`config.mk`:
```
export PLATFORM = sky130hd
export DESIGN_NAME = sdram_burst_seq
export DESIGN_NICKNAME = d
export VERILOG_FILES = /design/src/rtl/sdram_seq_pkg.sv /design/src/rtl/sdram_cke_gate.sv /design/src/rtl/sdram_burst_ctrl.sv /design/src/rtl/sdram_col_gen.sv /design/src/rtl/sdram_read_pipe.sv /design/src/rtl/sdram_burst_seq.sv
export SDC_FILE = /design/constraint.sdc
export NUM_CORES = 1
export LEC_CHECK = 0
export BUFFER_PORTS_ARGS = -buffer_cell sky130_fd_sc_hd__buf_2
export CAP_MARGIN = 20
export CORE_MARGIN = 1.5
export CORE_UTILIZATION = 45
export DETAILED_ROUTE_END_ITERATION = 6
export GPL_TIMING_DRIVEN = 0
export PLACE_DENSITY = 0.78
export SLEW_MARGIN = 5
export SYNTH_ARGS = -nofsm -noshare
export SYNTH_HDL_FRONTEND = slang
export SYNTH_SLANG_ARGS = --single-unit
```
`constraint.sdc`:
```
create_clock -name clk -period 2.4 [get_ports clk]
set_clock_uncertainty 0.1 [all_clocks]
set_input_delay 0.36 -clock clk [delete_from_list [all_inputs] [get_ports clk]]
set_output_delay 0.36 -clock clk [all_outputs]
set_load 0.01 [all_outputs]
```
`src/rtl/sdram_seq_pkg.sv`:
```
package sdram_seq_pkg;

  localparam int unsigned LEN_LOG = 3;

  typedef logic [LEN_LOG-1:0] beat_t;
  typedef logic [LEN_LOG:0]   len_t;

  typedef enum logic [1:0] {
    BLC_1 = 2'd0,
    BLC_2 = 2'd1,
    BLC_4 = 2'd2,
    BLC_8 = 2'd3
  } bl_code_e;

  function automatic len_t len_of(bl_code_e code, logic single_wr, logic is_wr);
    len_t n;
    if (single_wr && is_wr) n = len_t'(1);
    else                    n = len_t'(1) << code;
    return n;
  endfunction

  function automatic beat_t low_offset(beat_t start_low, beat_t cnt, len_t len, logic ilv);
    beat_t mask;
    beat_t r;
    mask = beat_t'(len - len_t'(1));
    if (ilv) r = (start_low ^ cnt) & mask;
    else     r = beat_t'(start_low + cnt) & mask;
    return r;
  endfunction

endpackage

```
`src/rtl/sdram_cke_gate.sv`:
```
module sdram_cke_gate (
  input  logic clk,
  input  logic rst_n,
  input  logic cke,
  output logic act
);
  logic cke_q;

  always_ff @(posedge clk or negedge rst_n) begin
    if (!rst_n) cke_q <= 1'b1;
    else        cke_q <= cke;
  end

  assign act = cke_q;
endmodule

```
`src/rtl/sdram_burst_ctrl.sv`:
```
module sdram_burst_ctrl
  import sdram_seq_pkg::*;
#(
  parameter int unsigned COL_W  = 10,
  parameter int unsigned BANK_W = 2
) (
  input  logic              clk,
  input  logic              rst_n,
  input  logic              act,
  input  logic              cmd_valid,
  input  logic              cmd_write,
  input  logic [BANK_W-1:0] cmd_bank,
  input  logic [COL_W-1:0]  cmd_col,
  input  logic [1:0]        mode_bl,
  input  logic              mode_ilv,
  input  logic              mode_wsingle,
  output logic              busy,
  output logic              is_wr,
  output logic              ilv,
  output logic              single,
  output len_t              len,
  output beat_t             cnt,
  output logic              last,
  output logic [COL_W-1:0]  start_col,
  output logic [BANK_W-1:0] bank
);
  len_t  len_new;

  assign len_new = len_of(bl_code_e'(mode_bl), mode_wsingle, cmd_write);
  assign last    = ({1'b0, cnt} + len_t'(1)) == len;

  always_ff @(posedge clk or negedge rst_n) begin
    if (!rst_n) begin
      busy      <= 1'b0;
      is_wr     <= 1'b0;
      ilv       <= 1'b0;
      single    <= 1'b0;
      len       <= len_t'(1);
      cnt       <= '0;
      start_col <= '0;
      bank      <= '0;
    end else if (act) begin
      if (cmd_valid) begin
        busy      <= 1'b1;
        is_wr     <= cmd_write;
        ilv       <= mode_ilv;
        single    <= mode_wsingle && cmd_write;
        len       <= len_new;
        cnt       <= '0;
        start_col <= cmd_col;
        bank      <= cmd_bank;
      end else if (busy) begin
        if (last) busy <= 1'b0;
        else      cnt  <= cnt + beat_t'(1);
      end
    end
  end
endmodule

```
`src/rtl/sdram_col_gen.sv`:
```
module sdram_col_gen
  import sdram_seq_pkg::*;
#(
  parameter int unsigned COL_W = 10
) (
  input  logic [COL_W-1:0] start_col,
  input  beat_t            cnt,
  input  len_t             len,
  input  logic             ilv,
  output logic [COL_W-1:0] col
);
  logic [COL_W-1:0] blk_mask;
  beat_t            off;

  always_comb begin
    blk_mask = COL_W'(len - len_t'(1));
    off      = low_offset(start_col[LEN_LOG-1:0], cnt, len, ilv);
    col      = (start_col & ~blk_mask) | COL_W'(off);
  end
endmodule

```
`src/rtl/sdram_read_pipe.sv`:
```
module sdram_read_pipe #(
  parameter int unsigned COL_W  = 10,
  parameter int unsigned MAX_CL = 3
) (
  input  logic             clk,
  input  logic             rst_n,
  input  logic             act,
  input  logic             in_valid,
  input  logic [COL_W-1:0] in_col,
  input  logic [1:0]       cl,
  output logic             rd_valid,
  output logic [COL_W-1:0] rd_col
);
  logic [MAX_CL-1:0] v_q;
  logic [COL_W-1:0]  c_q [MAX_CL];

  for (genvar g = 0; g < MAX_CL; g++) begin : g_stage
    if (g == 0) begin : g_head
      always_ff @(posedge clk or negedge rst_n) begin
        if (!rst_n) begin
          v_q[0] <= 1'b0;
          c_q[0] <= '0;
        end else if (act) begin
          v_q[0] <= in_valid;
          c_q[0] <= in_col;
        end
      end
    end else begin : g_tail
      always_ff @(posedge clk or negedge rst_n) begin
        if (!rst_n) begin
          v_q[g] <= 1'b0;
          c_q[g] <= '0;
        end else if (act) begin
          v_q[g] <= v_q[g-1];
          c_q[g] <= c_q[g-1];
        end
      end
    end
  end

  int unsigned tap;
  always_comb begin
    if (cl == 2'd0)                      tap = 0;
    else if (int'(cl) > int'(MAX_CL))    tap = MAX_CL - 1;
    else                                 tap = int'(cl) - 1;
    rd_valid = v_q[tap];
    rd_col   = c_q[tap];
  end
endmodule

```
`src/rtl/sdram_burst_seq.sv`:
```
module sdram_burst_seq
  import sdram_seq_pkg::*;
#(
  parameter int unsigned COL_W  = 10,
  parameter int unsigned BANK_W = 2,
  parameter int unsigned MAX_CL = 3
) (
  input  logic              clk,
  input  logic              rst_n,
  input  logic              cke,
  input  logic              cmd_valid,
  input  logic              cmd_write,
  input  logic [BANK_W-1:0] cmd_bank,
  input  logic [COL_W-1:0]  cmd_col,
  input  logic [1:0]        mode_bl,
  input  logic              mode_ilv,
  input  logic [1:0]        mode_cl,
  input  logic              mode_wsingle,
  output logic              col_valid,
  output logic              col_write,
  output logic [BANK_W-1:0] col_bank,
  output logic [COL_W-1:0]  col_addr,
  output logic              wr_capture,
  output logic              rd_valid,
  output logic [COL_W-1:0]  rd_col
);
  logic             act;
  logic             busy, is_wr, b_ilv, b_single, b_last;
  len_t             b_len;
  beat_t            b_cnt;
  logic [COL_W-1:0] b_start;
  logic [COL_W-1:0] cur_col;
  logic             rd_beat;

  sdram_cke_gate u_gate (
    .clk   (clk),
    .rst_n (rst_n),
    .cke   (cke),
    .act   (act)
  );

  sdram_burst_ctrl #(.COL_W(COL_W), .BANK_W(BANK_W)) u_ctrl (
    .clk          (clk),
    .rst_n        (rst_n),
    .act          (act),
    .cmd_valid    (cmd_valid),
    .cmd_write    (cmd_write),
    .cmd_bank     (cmd_bank),
    .cmd_col      (cmd_col),
    .mode_bl      (mode_bl),
    .mode_ilv     (mode_ilv),
    .mode_wsingle (mode_wsingle),
    .busy         (busy),
    .is_wr        (is_wr),
    .ilv          (b_ilv),
    .single       (b_single),
    .len          (b_len),
    .cnt          (b_cnt),
    .last         (b_last),
    .start_col    (b_start),
    .bank         (col_bank)
  );

  sdram_col_gen #(.COL_W(COL_W)) u_col (
    .start_col (b_start),
    .cnt       (b_cnt),
    .len       (b_len),
    .ilv       (b_ilv),
    .col       (cur_col)
  );

  assign rd_beat = busy && !is_wr;

  sdram_read_pipe #(.COL_W(COL_W), .MAX_CL(MAX_CL)) u_rpipe (
    .clk      (clk),
    .rst_n    (rst_n),
    .act      (act),
    .in_valid (rd_beat),
    .in_col   (cur_col),
    .cl       (mode_cl),
    .rd_valid (rd_valid),
    .rd_col   (rd_col)
  );

  assign col_valid  = busy;
  assign col_write  = is_wr;
  assign col_addr   = cur_col;
  assign wr_capture = busy && is_wr && act;
endmodule

```
======== Word level (Yosys, flattened, before mapping) ========
Index checks and enable logic that the tools add are counted.
cells by class
  multiplexer cells ....................... 14
  order comparisons ....................... 2
  shift operators ......................... 1
  $add $sub $neg .......................... 6
  bitwise gates (word level) .............. 7
  equal/unequal tests ..................... 2
  reductions and logical operators ........ 9
operator list
  cell                                                                                  number
  33-bit by 3-bit greater-or-equal comparator with 1-bit output, second input constant  1
  32-bit NOT with 33-bit output                                                         1
  32-bit by 3-bit < comparator with 1-bit output, second input constant                 1
  32-bit 2-to-1 mux                                                                     1
  10-bit binary-select mux with 2-bit select                                            1
  10-bit 2-to-1 mux                                                                     2
  3-bit 2-to-1 mux                                                                      4
  10-bit AND                                                                            1
  10-bit NOT                                                                            1
  10-bit by 3-bit bitwise OR with 10-bit output                                         1
  3-bit AND                                                                             2
  4-bit by 1-bit subtractor with 5-bit output, second input constant                    1
  3-bit by 1-bit adder with 4-bit output, second input constant                         1
  4-bit == test                                                                         1
  1-bit logical AND                                                                     4
  1-bit 2-to-1 mux                                                                      4
  4-bit 2-to-1 mux                                                                      1
  1-bit by 2-bit left shift with 4-bit output, first input constant                     1
  3-bit by 1-bit adder with 3-bit output, second input constant                         1
  3-bit adder                                                                           1
  3-bit AND reduction                                                                   1
  2-bit by 1-bit subtractor with 3-bit output, second input constant                    1
  3-bit by 1-bit subtractor with 3-bit output, second input constant                    1
  3-bit XOR                                                                             1
  other kinds (6)                                                                       6
storage, ports and cells
  word-level logic and storage cells ...... 55
  register bits ........................... 56
  bits of input ports ..................... 23

======== Longest topological paths before layout ========
Gate-level depths: netlist (run 1).
  depth in word-level cells ............... 6
  gate-level depth with buffers ........... 6
  depth with buffers taken out ............ 6

======== Hierarchy ========
From an unflattened synthesis (run 1), not the netlist that was laid out.
second synthesis, totals
  cells, all modules ...................... 217
  area total of the unflattened synthesis .. 2879.0 µm²
by module, submodules not included
  module            area an instance (µm²)  cells an instance  sequential area each (µm²)  instances
  sdram_read_pipe   1607.8                  106                825.8                       1
  sdram_burst_ctrl  1018.5                  79                 576.8                       1
  sdram_col_gen     210.2                   29                 0.0                         1
  sdram_cke_gate    26.3                    1                  26.3                        1
  sdram_burst_seq   16.3                    2                  0.0                         1

======== Least setup slack after synthesis (run 1) ========
No wires, ideal clock.
  path kind ............................... reg-to-output
  start ................................... register u_ctrl.cnt[0]
  end ..................................... output port col_addr[2]
  setup slack ............................. 0.265 ns
  arrival ................................. 1.675 ns
  cell stages (with the launch flop) ...... 7
  data required time ...................... 1.940 ns
  cell sequence ........................... dfrtp_1 -> ha_1 -> fa_1 -> nor2b_1 -> xnor2_1 -> or3_1 -> nand2_1
on the way
  longest elaborated chain between the ends .. 4
RTL lines
  what                                           RTL line                text
  start, declared                                sdram_burst_ctrl.sv:22  output beat_t cnt,
  start signal, assigned                         sdram_burst_ctrl.sv:54  else cnt <= cnt + beat_t'(1);
  3-bit adder                                    sdram_seq_pkg.sv:27     else r = beat_t'(start_low + cnt) & mask;
  3-bit AND                                      sdram_seq_pkg.sv:27
  3-bit 2-to-1 mux                               sdram_seq_pkg.sv:26     if (ilv) r = (start_low ^ cnt) & mask;
  10-bit by 3-bit bitwise OR with 10-bit output  sdram_col_gen.sv:18     col = (start_col & ~blk_mask) | COL_W'(off);
  end, declared                                  sdram_burst_seq.sv:22   output logic [COL_W-1:0] col_addr,
No other way between the ends.

======== Worst setup path after layout (run 1) ========
Same ends and word-level chain as after synthesis.

==> metrics.log, run 1 <==
[metrics] antenna diode count: 0
[metrics] number of instances in the synthesized netlist: between 200 and 250
[metrics] buffer levels on the longest clock path: 2
[metrics] worst-case setup slack after placement: ~80 ps
[metrics] number of rows in the core area: 28
[metrics] worst hold slack after final layout: around 40 ps
[metrics] overall via count from detail_route: 1,885
[metrics] TritonCTS clock tree: built
[metrics] cell count after placement: around 350
[metrics] register clock-pin slew on the reported worst setup and hold paths: about 100 ps
[metrics] cell area after synthesis: 0.002728 mm^2
[metrics] outcome: complete, but fails checks
[metrics] Worst Path Arrival: between 2000 and 2500 ps
[metrics] number of H-tree levels: 2
[metrics] pin count of the biggest net entering global routing: 30
[metrics] last weighted congestion value of the routability-driven placer: approximately 0.83
[metrics] max-slew headroom at the worst pin: a little over half
[metrics] Worst setup EP type: primary output
[metrics] ANT nets after route: 0
[metrics] vias in the first global route: ~1,900
[metrics] Final Hold Violating Endpoints: 0
[metrics] register area share after synthesis: around half
[metrics] fraction of layout instances using a drive strength above 1: 43.62%
[metrics] post-synthesis to final-layout area growth: 18.12%
[metrics] Setup crit start kind: register
[metrics] per-cell routed wire length: about 16 um
[metrics] fmax: around 400 MHz
[metrics] leakage: roughly 1.5 nW
[metrics] Std-Cell Core Area: approximately 0.006 mm^2
[metrics] Clock Root Buffer: sky130_fd_sc_hd__clkbuf_8
[metrics] total clock sinks: 56
[metrics] P per Cell Area: slightly above 900 mW/mm^2
[metrics] most frequent cells in the layout: sky130_fd_sc_hd__buf_2 (55), sky130_fd_sc_hd__dfrtp_1 (53), sky130_fd_sc_hd__mux2_2 (46), sky130_fd_sc_hd__nor2_1 (16)
[metrics] total of flip-flops plus latches after synthesis: 56
[metrics] path type of the worst min-delay path: in2reg
[metrics] transition at the pin with the smallest max-transition slack: 682.9 ps
[metrics] Sequential Area: ~0.0014 mm^2
[metrics] number of ports placed on the die boundary: about 50
[metrics] category of the critical setup timing path: reg2out
[metrics] Inserted Clock Buffers: 5
[metrics] starting utilization of the core area: a little under half
[metrics] final routed DRC violation total: 0
[metrics] Syn Nets: ~250
[metrics] Die Y: around 81 um
[metrics] number of fillers in the final layout: 498
[metrics] first-pass GRT wire length: slightly above 9000 um
[metrics] wire length reported by the detailed router: 5546 um
[metrics] clock latency on the worst-skew pair: 310 ps
[metrics] DR vias/cell: ~5.3
[metrics] violations in the final reports: setup timing
[metrics] count of input and output buffers: between 40 and 50
[metrics] Synth Area per Inst: between 10 and 15 um^2
[metrics] count of synthesis-stage warnings from yosys: 0
[metrics] number of setup violations in the final report: 1
[metrics] setup ws final: -132.6 ps
[metrics] number of antenna violations at the first check in global routing: 0
[metrics] area used by multi-input combinational logic: approximately 0.0013 mm^2
[metrics] total grt overflow: 0
[metrics] post-route core utilization: a little over half
[metrics] # Max-Cap Violations: 0
[metrics] gr usage total: roughly a fifth
[metrics] Distinct cells, synth: 38
[metrics] sum of net half-perimeters after detailed placement: just over 4000 um
[metrics] Final Instance Count excl. Fillers: between 300 and 400
[metrics] total die area: about 0.0065 mm^2
[metrics] number of pins exceeding their max-slew limit in the final report: 0
[metrics] setup repair after global routing missed its margin: yes
[metrics] VDD IR-drop max: just over 0.5 mV
[metrics] detailed-router iteration count before antenna repair: 4
[metrics] Final min period: between 2000 and 3000 ps
[metrics] floorplan die width: between 80 and 90 um
[metrics] most common cell after layout, fill and taps aside: sky130_fd_sc_hd__buf_2
[metrics] starting DRC count in detailed routing: 69
[metrics] biggest fanout along the worst timing path: 2
[metrics] portion of the clock cycle consumed by the worst path in the final layout: 105.5%
[metrics] critical path required time: ~1900 ps
[metrics] post-layout net count: 309
## power breakdown
part | total [W] | switching (W) | internal (W)
Combinational | 0.000982 | 0.000463 | 0.000518
Sequential | 0.00142 | 0.000222 | 0.00120
Clock | 0.000528 | 0.000318 | 0.000210
## cell type report
| cell class | instances | share of cell area [%] |
|---|---|---|
| buffer | 10 | 1.670 |
| clock buffer | 5 | 2.136 |
| clock inverter | 3 | 0.6990 |
| inverter | 8 | 0.9320 |
| multi-input combinational | 149 | 39.42 |
| sequential | 56 | 43.61 |
| tap | 75 | 2.913 |
| timing repair buffer | 51 | 8.621 |
## timing repair
action,in CTS,in global routing
buffers inserted,1,0
pin swaps,2,2
hold endpoints to repair,17,0
hold buffers,1,0
endpoints found under the setup margin,2,3
resized for setup,8,1
## critical path, cell delays in order (launching register included)
cell,delay [ps]
sky130_fd_sc_hd__dfrtp_2,450
sky130_fd_sc_hd__ha_4,170
sky130_fd_sc_hd__fa_2,330
sky130_fd_sc_hd__nor2b_4,140
sky130_fd_sc_hd__xnor2_2,130
sky130_fd_sc_hd__or3_1,330
sky130_fd_sc_hd__nand2_1,90
sky130_fd_sc_hd__buf_2,130
## layer usage
layer / vias to the layer above / track usage [%] / part of all wire [%]
met5: - / 0 / 0
met4: 0 / 7.069 / 1.1
met3: 4 / 3.820 / 4.5
met2: 48 / 29.83 / 50
met1: 933 / 24.93 / 45
li1: 900 / - / -
## synth_stat cells, drive strengths merged
library cell	number	area, um^2
a21oi	12	60.06
a311o	3	30.03
a31oi	2	12.51
a32o	1	10.01
and2	7	43.79
and3	2	17.52
buf	10	53.80
clkbuf	1	3.750
dfrtp	54	1351
dfstp	2	52.55
fa	1	20.02
ha	4	50.05
inv	8	30.03
mux2	47	533.0
mux2i	12	120.1
nand2	9	33.78
nand2b	3	18.77
nand3	4	25.02
nand3b	3	22.52
nor2	16	60.06
nor2b	1	6.260
nor3	1	5.000
o21ai	6	30.03
o21bai	1	7.510
o221ai	1	8.760
o22ai	1	6.260
o311ai	2	17.52
or2	1	6.260
or3	1	6.260
xnor2	5	43.79
xor2	2	17.52
xor3	1	23.77
## registers in the layout, summed over array words and instances (netlist names)
name              count
u_ctrl.cnt            3
u_rpipe.c_q          30
u_ctrl.len            4
u_rpipe.v_q           3
u_ctrl.bank           2
u_ctrl.ilv            1
u_gate.act            1
u_ctrl.is_wr          1
u_ctrl.busy           1
u_ctrl.start_col     10
## logic make-up after synthesis
logic type               share of synthesized area, %
XOR/XNOR                                        3.119
multiplexers                                    23.95
AND/OR/NAND/NOR                                 8.991
flip-flops                                      51.47
buffers and inverters                           3.211
adder cells (fa/ha/maj)                         2.569
AO/OA/AOI/OAI                                   6.698
## stage by stage
step	area, um^2	setup TNS, ps	total power (W)
after global placement	3062	0	0.002307
after floorplan	2728	0	0.002036
after global routing	3222	-193.8	0.003138
after detailed placement	3082	0	0.002370
after CTS	3222	-181.2	0.002943
final	3222	-132.6	0.002933
## path summary, 6_finish.rpt
check / cells past startpoint / slack (ps) / to / from
setup / recovery: 7 / -130 / col_addr[2] / u_ctrl.cnt[0]
hold / removal: 1 / 40 / u_gate.act / cke
setup reg to reg: 6 / 420 / u_ctrl.cnt[1] / u_ctrl.cnt[0]
hold reg to reg: 1 / 410 / u_ctrl.start_col[7] / u_ctrl.start_col[7]
max in group asynchronous: 3 / 1040 / u_gate.act / rst_n
min in group asynchronous: 2 / 510 / u_ctrl.len[3] / rst_n
Note: power is estimated with default switching activity, not from simulation.
==> run 2: changes to the inputs <==
CORE_UTILIZATION = 50   (was 45)
PLACE_DENSITY = 0.84   (was 0.78)
==> run 2 against run 1 <==
The flow still finishes with violations (setup timing). Global-route usage up 2.1 points. Combinational power is 2% higher. Via count is 1.2% higher. Non-clock buffer count grew 1. Total power rose by 4.0%. Wire length increased by 0.38%. First-iteration DRC count did not move. Setup slack worse by 2.6 ps. Flip-flop and latch count unchanged. Critical endpoint unchanged. Critical path type unchanged. Core utilization is 8.0 points higher.
==> metrics.log, run 2 (same netlist as run 1, synthesis figures left out) <==
[metrics] per-cell routed wire length: 15.77 um (+1.5%)
[metrics] Clock Root Buffer: sky130_fd_sc_hd__clkbuf_8
[metrics] violations in the final reports: setup timing
[metrics] total die area: 0.005907 mm^2 (-9.6%)
[metrics] sum of net half-perimeters after detailed placement: 4038 um (-2.2%)
[metrics] biggest fanout along the worst timing path: 2 (unchanged)
[metrics] total chip power: 0.003050 W (+4.0%)
[metrics] transition at the pin with the smallest max-transition slack: 646.6 ps (-36.27 ps)
[metrics] number of rows in the core area: 26 (-7.1%)
[metrics] Std-Cell Core Area: 0.005172 mm^2 (-12%)
[metrics] path type of the worst min-delay path: in2reg
[metrics] starting DRC count in detailed routing: 69 (unchanged)
[metrics] number of setup violations in the final report: 1 (unchanged)
[metrics] category of the critical setup timing path: reg2out
[metrics] Worst setup EP type: primary output
[metrics] first-pass GRT wire length: 9611 um (+3.6%)
[metrics] starting utilization of the core area: 52.73% (+6.4 points)
[metrics] Final Hold Violating Endpoints: 0 (unchanged)
[metrics] portion of the clock cycle consumed by the worst path in the final layout: 105.6% (+0.11 points)
[metrics] vias in the first global route: 1,963 (+4.9%)
[metrics] DR vias/cell: 5.405 (+2.4%)
[metrics] Worst Path Arrival: 2080 ps (about the same)
[metrics] buffer levels on the longest clock path: 2 (unchanged)
[metrics] number of pins exceeding their max-slew limit in the final report: 0 (unchanged)
[metrics] floorplan die width: 76.86 um (-4.9%)
[metrics] fmax: 394.5 MHz (-0.10%)
[metrics] total grt overflow: 0 (unchanged)
[metrics] outcome: complete, but fails checks
[metrics] number of ports placed on the die boundary: 49 (unchanged)
[metrics] fraction of layout instances using a drive strength above 1: 43.46% (-0.15 points)
[metrics] Die Y: 76.86 um (-4.9%)
[metrics] final routed DRC violation total: 0 (unchanged)
[metrics] Regs by FF count: u_rpipe.c_q (30), u_ctrl.start_col (10), u_ctrl.len (4)
[metrics] last weighted congestion value of the routability-driven placer: 0.8053 (-3.2%)
[metrics] max-slew headroom at the worst pin: 56.89% (+2.4 points)
[metrics] P per Cell Area: 940.5 mW/mm^2 (+3.3%)
[metrics] # Max-Cap Violations: 0 (unchanged)
[metrics] top register by number of flip-flops: u_rpipe.c_q
[metrics] pin count of the biggest net entering global routing: 30 (unchanged)
[metrics] Largest register FFs: 30 (unchanged)
[metrics] register clock-pin slew on the reported worst setup and hold paths: 100 ps (about the same)
[metrics] ANT nets after route: 0 (unchanged)
[metrics] number of H-tree levels: 2 (unchanged)
[metrics] Setup crit start kind: register
[metrics] number of fillers in the final layout: 395 (-21%)
[metrics] total clock sinks: 56 (unchanged)
[metrics] critical path required time: 1940 ps (about the same)
[metrics] wire length reported by the detailed router: 5567 um (+0.38%)
[metrics] gr usage total: 20.75% (+2.1 points)
[metrics] most common cell after layout, fill and taps aside: sky130_fd_sc_hd__buf_2
[metrics] number of antenna violations at the first check in global routing: 0 (unchanged)
[metrics] antenna diode count: 0 (unchanged)
[metrics] detailed-router iteration count before antenna repair: 4 (unchanged)
[metrics] worst-case setup slack after placement: 63.80 ps (-14.66 ps)
[metrics] count of input and output buffers: 48 (unchanged)
[metrics] VDD IR-drop max: 0.5563 mV (+8.6%)
[metrics] setup ws final: -135.2 ps (-2.601 ps)
[metrics] Inserted Clock Buffers: 5 (unchanged)
[metrics] post-synthesis to final-layout area growth: 18.90%
[metrics] TritonCTS clock tree: built
[metrics] setup repair after global routing missed its margin: yes
[metrics] clock latency on the worst-skew pair: 310 ps (about the same)
[metrics] overall via count from detail_route: 1,908 (+1.2%)
[metrics] Final min period: 2535 ps (+2.601 ps)
[metrics] most frequent cells in the layout: sky130_fd_sc_hd__buf_2 (55), sky130_fd_sc_hd__dfrtp_1 (53), sky130_fd_sc_hd__mux2_2 (46), sky130_fd_sc_hd__nor2_1 (16)
[metrics] post-layout net count: 310 (+0.32%)
[metrics] leakage: 1.515 nW (+0.81%)
## run 2: worst paths after layout
path	start	end	slack (ps)	cells past startpoint
min reg2reg	u_ctrl.bank[1]	u_ctrl.bank[1]	410	1
max in group asynchronous	rst_n	u_ctrl.len[0]	1060	3
min	cke	u_gate.act	40	1
max	u_ctrl.cnt[0]	col_addr[2]	-140	7
min in group asynchronous	rst_n	u_ctrl.busy	510	2
max reg2reg	u_ctrl.cnt[0]	u_ctrl.cnt[1]	430	6
## run 2: report_power, final
group	internal, W	switching [W]
Sequential	0.00120	0.000224
Combinational	0.000524	0.000473
Clock	0.000316	0.000312
## run 2: layer usage
metal	routed length [um]	part of all wire, %	track usage, %	up-vias
li1	-	-	-	906
met1	2396	43	25.67	936
met2	2814	51	35.58	50
met3	240	4.3	5.238	16
met4	115	2.1	6.481	0
met5	0	0	0	-
## run 2: area by class of cell
class,instances,area (um^2),share of cell area [%]
clock buffer,6,72.57,2.238
inverter,8,30.03,0.9259
tap,70,87.58,2.701
sequential,56,1405,43.33
clock inverter,2,38.79,1.196
buffer,10,53.80,1.659
timing repair buffer,52,285.3,8.796
multi-input combinational,149,1270,39.16
## run 2: critical path: stages, from the launching register on
cell and delay [ps]:
sky130_fd_sc_hd__dfrtp_2 450, sky130_fd_sc_hd__ha_4 160, sky130_fd_sc_hd__fa_2 320, sky130_fd_sc_hd__nor2b_4 140
sky130_fd_sc_hd__xnor2_2 130, sky130_fd_sc_hd__or3_1 330, sky130_fd_sc_hd__nand2_1 100, sky130_fd_sc_hd__buf_2 140
## run 2: what timing repair did
item / 4_1_cts / 5_1_grt
resized for setup: 7 / 2
hold buffers: 1 / 0
setup endpoints to repair: 2 / 3
endpoints found under the hold margin: 26 / 0
setup buffers: 2 / 0
pin swaps: 2 / 1
## run 2: per-stage QoR
step | hold slack, ps | cells | utilization [%] | setup TNS [ps] | instance area, um^2
2_1_floorplan | -35.59 | 224 | - | 0 | 2728
3_3_place_gp | 365.1 | 342 | 59.07 | 0 | 3055
3_5_place_dp | 321.5 | 343 | 59.46 | 0 | 3075
4_1_cts | 31.72 | 354 | 62.55 | -191.0 | 3236
5_1_grt | 16.72 | 353 | 62.70 | -225.8 | 3243
6_report | 37.17 | 353 | 62.70 | -135.2 | 3243
==> run 3: changes to the inputs <==
CAP_MARGIN = 10   (was 20)
PLACE_DENSITY = 0.83   (was 0.84)
SYNTH_HIERARCHICAL = 1   (was default)
==> run 3 against run 2 <==
Sequential power about the same. Via count fell by 5.7%. Wire length down 3.3%. Cell count fell by 2.0%. Flip-flop and latch count stayed put. Global-route usage is 2.3 points lower. The flow finishes with violations (hold timing, setup timing). Critical path type unchanged.
==> metrics.log, run 3 <==
[metrics] last weighted congestion value of the routability-driven placer: 0.8420 (+4.6%)
[metrics] floorplan die width: 78.39 um (+2.0%)
[metrics] ANT nets after route: 0 (unchanged)
[metrics] count of input and output buffers: 48 (unchanged)
[metrics] combined buffer and inverter count along the critical path: 2 (+1)
[metrics] fraction of layout instances using a drive strength above 1: 46.72% (+3.3 points)
[metrics] TritonCTS clock tree: built
[metrics] pin count of the biggest net entering global routing: 57 (+90%)
[metrics] # Max-Cap Violations: 0 (unchanged)
[metrics] P per Cell Area: 943.9 mW/mm^2 (+0.37%)
[metrics] Stages on worst setup path: 7 (unchanged)
[metrics] Inserted Clock Buffers: 5 (unchanged)
[metrics] number of fillers in the final layout: 466 (+18%)
[metrics] number of rows in the core area: 27 (+3.8%)
[metrics] category of the critical setup timing path: reg2out
[metrics] crit path max-delay cell type: sky130_fd_sc_hd__dfrtp_2
[metrics] Final min period: 2528 ps (-7.618 ps)
[metrics] setup ws final: -127.5 ps (+7.618 ps)
[metrics] met2 wire length: 2581 um (-8.3%)
[metrics] DR vias/cell: 5.199 (-3.8%)
[metrics] post-synthesis to final-layout area growth: 16.42%
[metrics] number of setup violations in the final report: 1 (unchanged)
[metrics] Final Instance Count excl. Fillers: 346 (-2.0%)
[metrics] starting DRC count in detailed routing: 39 (-43%)
[metrics] number of instances in the synthesized netlist: 213 (-4.9%)
[metrics] sum of net half-perimeters after detailed placement: 3743 um (-7.3%)
[metrics] antenna diode count: 0 (unchanged)
[metrics] Synth Area per Inst: 13.34 um^2 (+9.6%)
[metrics] critical path required time: 1940 ps (about the same)
[metrics] Setup crit start kind: register
[metrics] Largest register FFs: 30 (unchanged)
[metrics] overall via count from detail_route: 1,799 (-5.7%)
[metrics] clock latency on the worst-skew pair: 310 ps (about the same)
[metrics] total die area: 0.006144 mm^2 (+4.0%)
[metrics] violations in the final reports: hold timing, setup timing
[metrics] biggest fanout along the worst timing path: 2 (unchanged)
[metrics] Die Y: 78.39 um (+2.0%)
[metrics] post-layout net count: 301 (-2.9%)
[metrics] starting utilization of the core area: 51.60% (-1.1 points)
[metrics] portion of the clock cycle consumed by the worst path in the final layout: 105.3% (-0.32 points)
[metrics] Clock Root Buffer: sky130_fd_sc_hd__clkbuf_8
[metrics] series of cell instances along the critical path: ha_1 -> inv_1 -> fa_1 -> or3_1 -> a21oi_2 -> xor2_1 -> buf_2
[metrics] final routed DRC violation total: 0 (unchanged)
[metrics] count of synthesis-stage warnings from yosys: 6 (+6)
[metrics] path type of the worst min-delay path: in2async
[metrics] Critical Path Max Stage Delay: 390 ps (-60 ps)
[metrics] family with the most delay on the worst path: adder cells
[metrics] routed length on met3: 284 um (+18%)
[metrics] vias in the first global route: 1,811 (-7.7%)
[metrics] Final Hold Violating Endpoints: 31 (+31)
[metrics] transition at the pin with the smallest max-transition slack: 687.9 ps (+41.25 ps)
[metrics] Regs by FF count: u_rpipe/c_q (30), u_ctrl/start_col (10), u_ctrl/len (4)
[metrics] number of H-tree levels: 2 (unchanged)
[metrics] max-slew headroom at the worst pin: 54.14% (-2.8 points)
[metrics] post-route core utilization: 60.08% (-2.6 points)
[metrics] number of ports placed on the die boundary: 49 (unchanged)
[metrics] most common cell after layout, fill and taps aside: sky130_fd_sc_hd__dfrtp_1
[metrics] Worst setup EP type: primary output
[metrics] total grt overflow: 0 (unchanged)
[metrics] area used by multi-input combinational logic: 0.001316 mm^2 (+3.6%)
[metrics] top register by number of flip-flops: u_rpipe/c_q
[metrics] cell area after synthesis: 0.002841 mm^2 (+4.2%)
[metrics] Register-to-Register Path Depth: 9 (+3)
[metrics] VDD IR-drop max: 0.4080 mV (-27%)
[metrics] setup repair after global routing missed its margin: yes
[metrics] buffer levels on the longest clock path: 2 (unchanged)
[metrics] worst hold slack after final layout: -17.22 ps (-54.39 ps)
[metrics] total chip power: 0.003123 W (+2.4%)
[metrics] fmax: 395.6 MHz (+0.30%)
[metrics] Sequential Area: 0.001406 mm^2 (about the same)
[metrics] detailed-router iteration count before antenna repair: 4 (unchanged)
[metrics] register clock-pin slew on the reported worst setup and hold paths: 90 ps (about the same)
[metrics] cell count after placement: 333 (-2.9%)
[metrics] first-pass GRT wire length: 8735 um (-9.1%)
[metrics] Syn Nets: 241 (-4.4%)
[metrics] wire length reported by the detailed router: 5383 um (-3.3%)
[metrics] number of pins exceeding their max-slew limit in the final report: 0 (unchanged)
[metrics] total clock sinks: 56 (unchanged)
[metrics] leakage: 1.619 nW (+6.9%)
[metrics] Worst Path Arrival: 2070 ps (about the same)
[metrics] top layer used by detailed routing: met4
[metrics] Std-Cell Core Area: 0.005507 mm^2 (+6.5%)
[metrics] number of antenna violations at the first check in global routing: 0 (unchanged)
[metrics] M1 wire length: 2473 um (+3.2%)
[metrics] outcome: complete, but fails checks
[metrics] gr usage total: 18.49% (-2.3 points)
[metrics] per-cell routed wire length: 15.56 um (-1.3%)
[metrics] most frequent cells in the layout: sky130_fd_sc_hd__dfrtp_1 (52), sky130_fd_sc_hd__buf_2 (49), sky130_fd_sc_hd__mux2_4 (30), sky130_fd_sc_hd__mux2_2 (19), sky130_fd_sc_hd__nor2_1 (14)
run 3: layer usage:
layer,global-route usage [%],up-vias
li1,-,868
met1,23.77,879
met2,31.04,47
met3,5.233,5
met4,4.286,0
met5,0,-
run 3: area by class of cell:
type	count	share of cell area [%]
sequential	56	42.51
multi-input combinational	140	39.79
clock buffer	6	2.194
clock inverter	2	0.3782
timing repair buffer	53	8.472
inverter	8	0.9077
tap	72	2.723
buffer	9	3.026
run 3: through the flow:
step	TNS [ps]	hold slack, ps	worst slack, ps	cell area, um^2
2_1_floorplan	0	-35.59	203.9	2841
3_3_place_gp	-4.487	367.2	-4.487	3172
3_5_place_dp	-32.60	366.2	-32.60	3172
4_1_cts	-154.2	27.08	-154.2	3291
5_1_grt	-274.2	24.67	-247.4	3308
6_report	-127.5	-17.22	-127.5	3308
run 3: what timing repair did:
| item | in CTS | in global routing |
|---|---|---|
| endpoints found under the hold margin | 0 | 0 |
| hold buffers | 0 | 0 |
| buffers inserted | 3 | 2 |
| endpoints found under the setup margin | 8 | 2 |
| pin swaps | 2 | 2 |
| gates resized for setup | 5 | 0 |
run 3: final timing paths:
check | slack (ps) | end | startpoint
worst min-delay path | -20 | u_rpipe/c_q[3] | rst_n
max in group asynchronous | 1730 | u_ctrl/cnt[0] | rst_n
worst max register to register | 200 | u_rpipe/c_q[22] | u_ctrl/cnt[0]
worst min register to register | 400 | u_ctrl/start_col[3] | u_ctrl/start_col[3]
worst max-delay path | -130 | col_addr[2] | u_ctrl/cnt[0]
min in group clk | 40 | u_gate/act | cke
run 3: report_power, final:
| part | leakage [nW] | switching, W | internal, W | total (W) |
|---|---|---|---|---|
| registers | 0.680 | 0.000227 | 0.00122 | 0.00145 |
| clock network | 0.0412 | 0.000301 | 0.000205 | 0.000506 |
| logic | 0.898 | 0.000480 | 0.000688 | 0.00117 |
| total | 1.62 | 0.00101 | 0.00211 | 0.00312 |
run 3: worst reg2reg max path, stage by stage, from the launching register on:
cell	delay, ps
sky130_fd_sc_hd__dfrtp_2	390
sky130_fd_sc_hd__ha_1	150
sky130_fd_sc_hd__inv_1	50
sky130_fd_sc_hd__fa_1	370
sky130_fd_sc_hd__or3_1	330
sky130_fd_sc_hd__a21oi_2	150
sky130_fd_sc_hd__xor2_1	90
sky130_fd_sc_hd__buf_4	130
sky130_fd_sc_hd__buf_4	120
sky130_fd_sc_hd__mux2_4	240
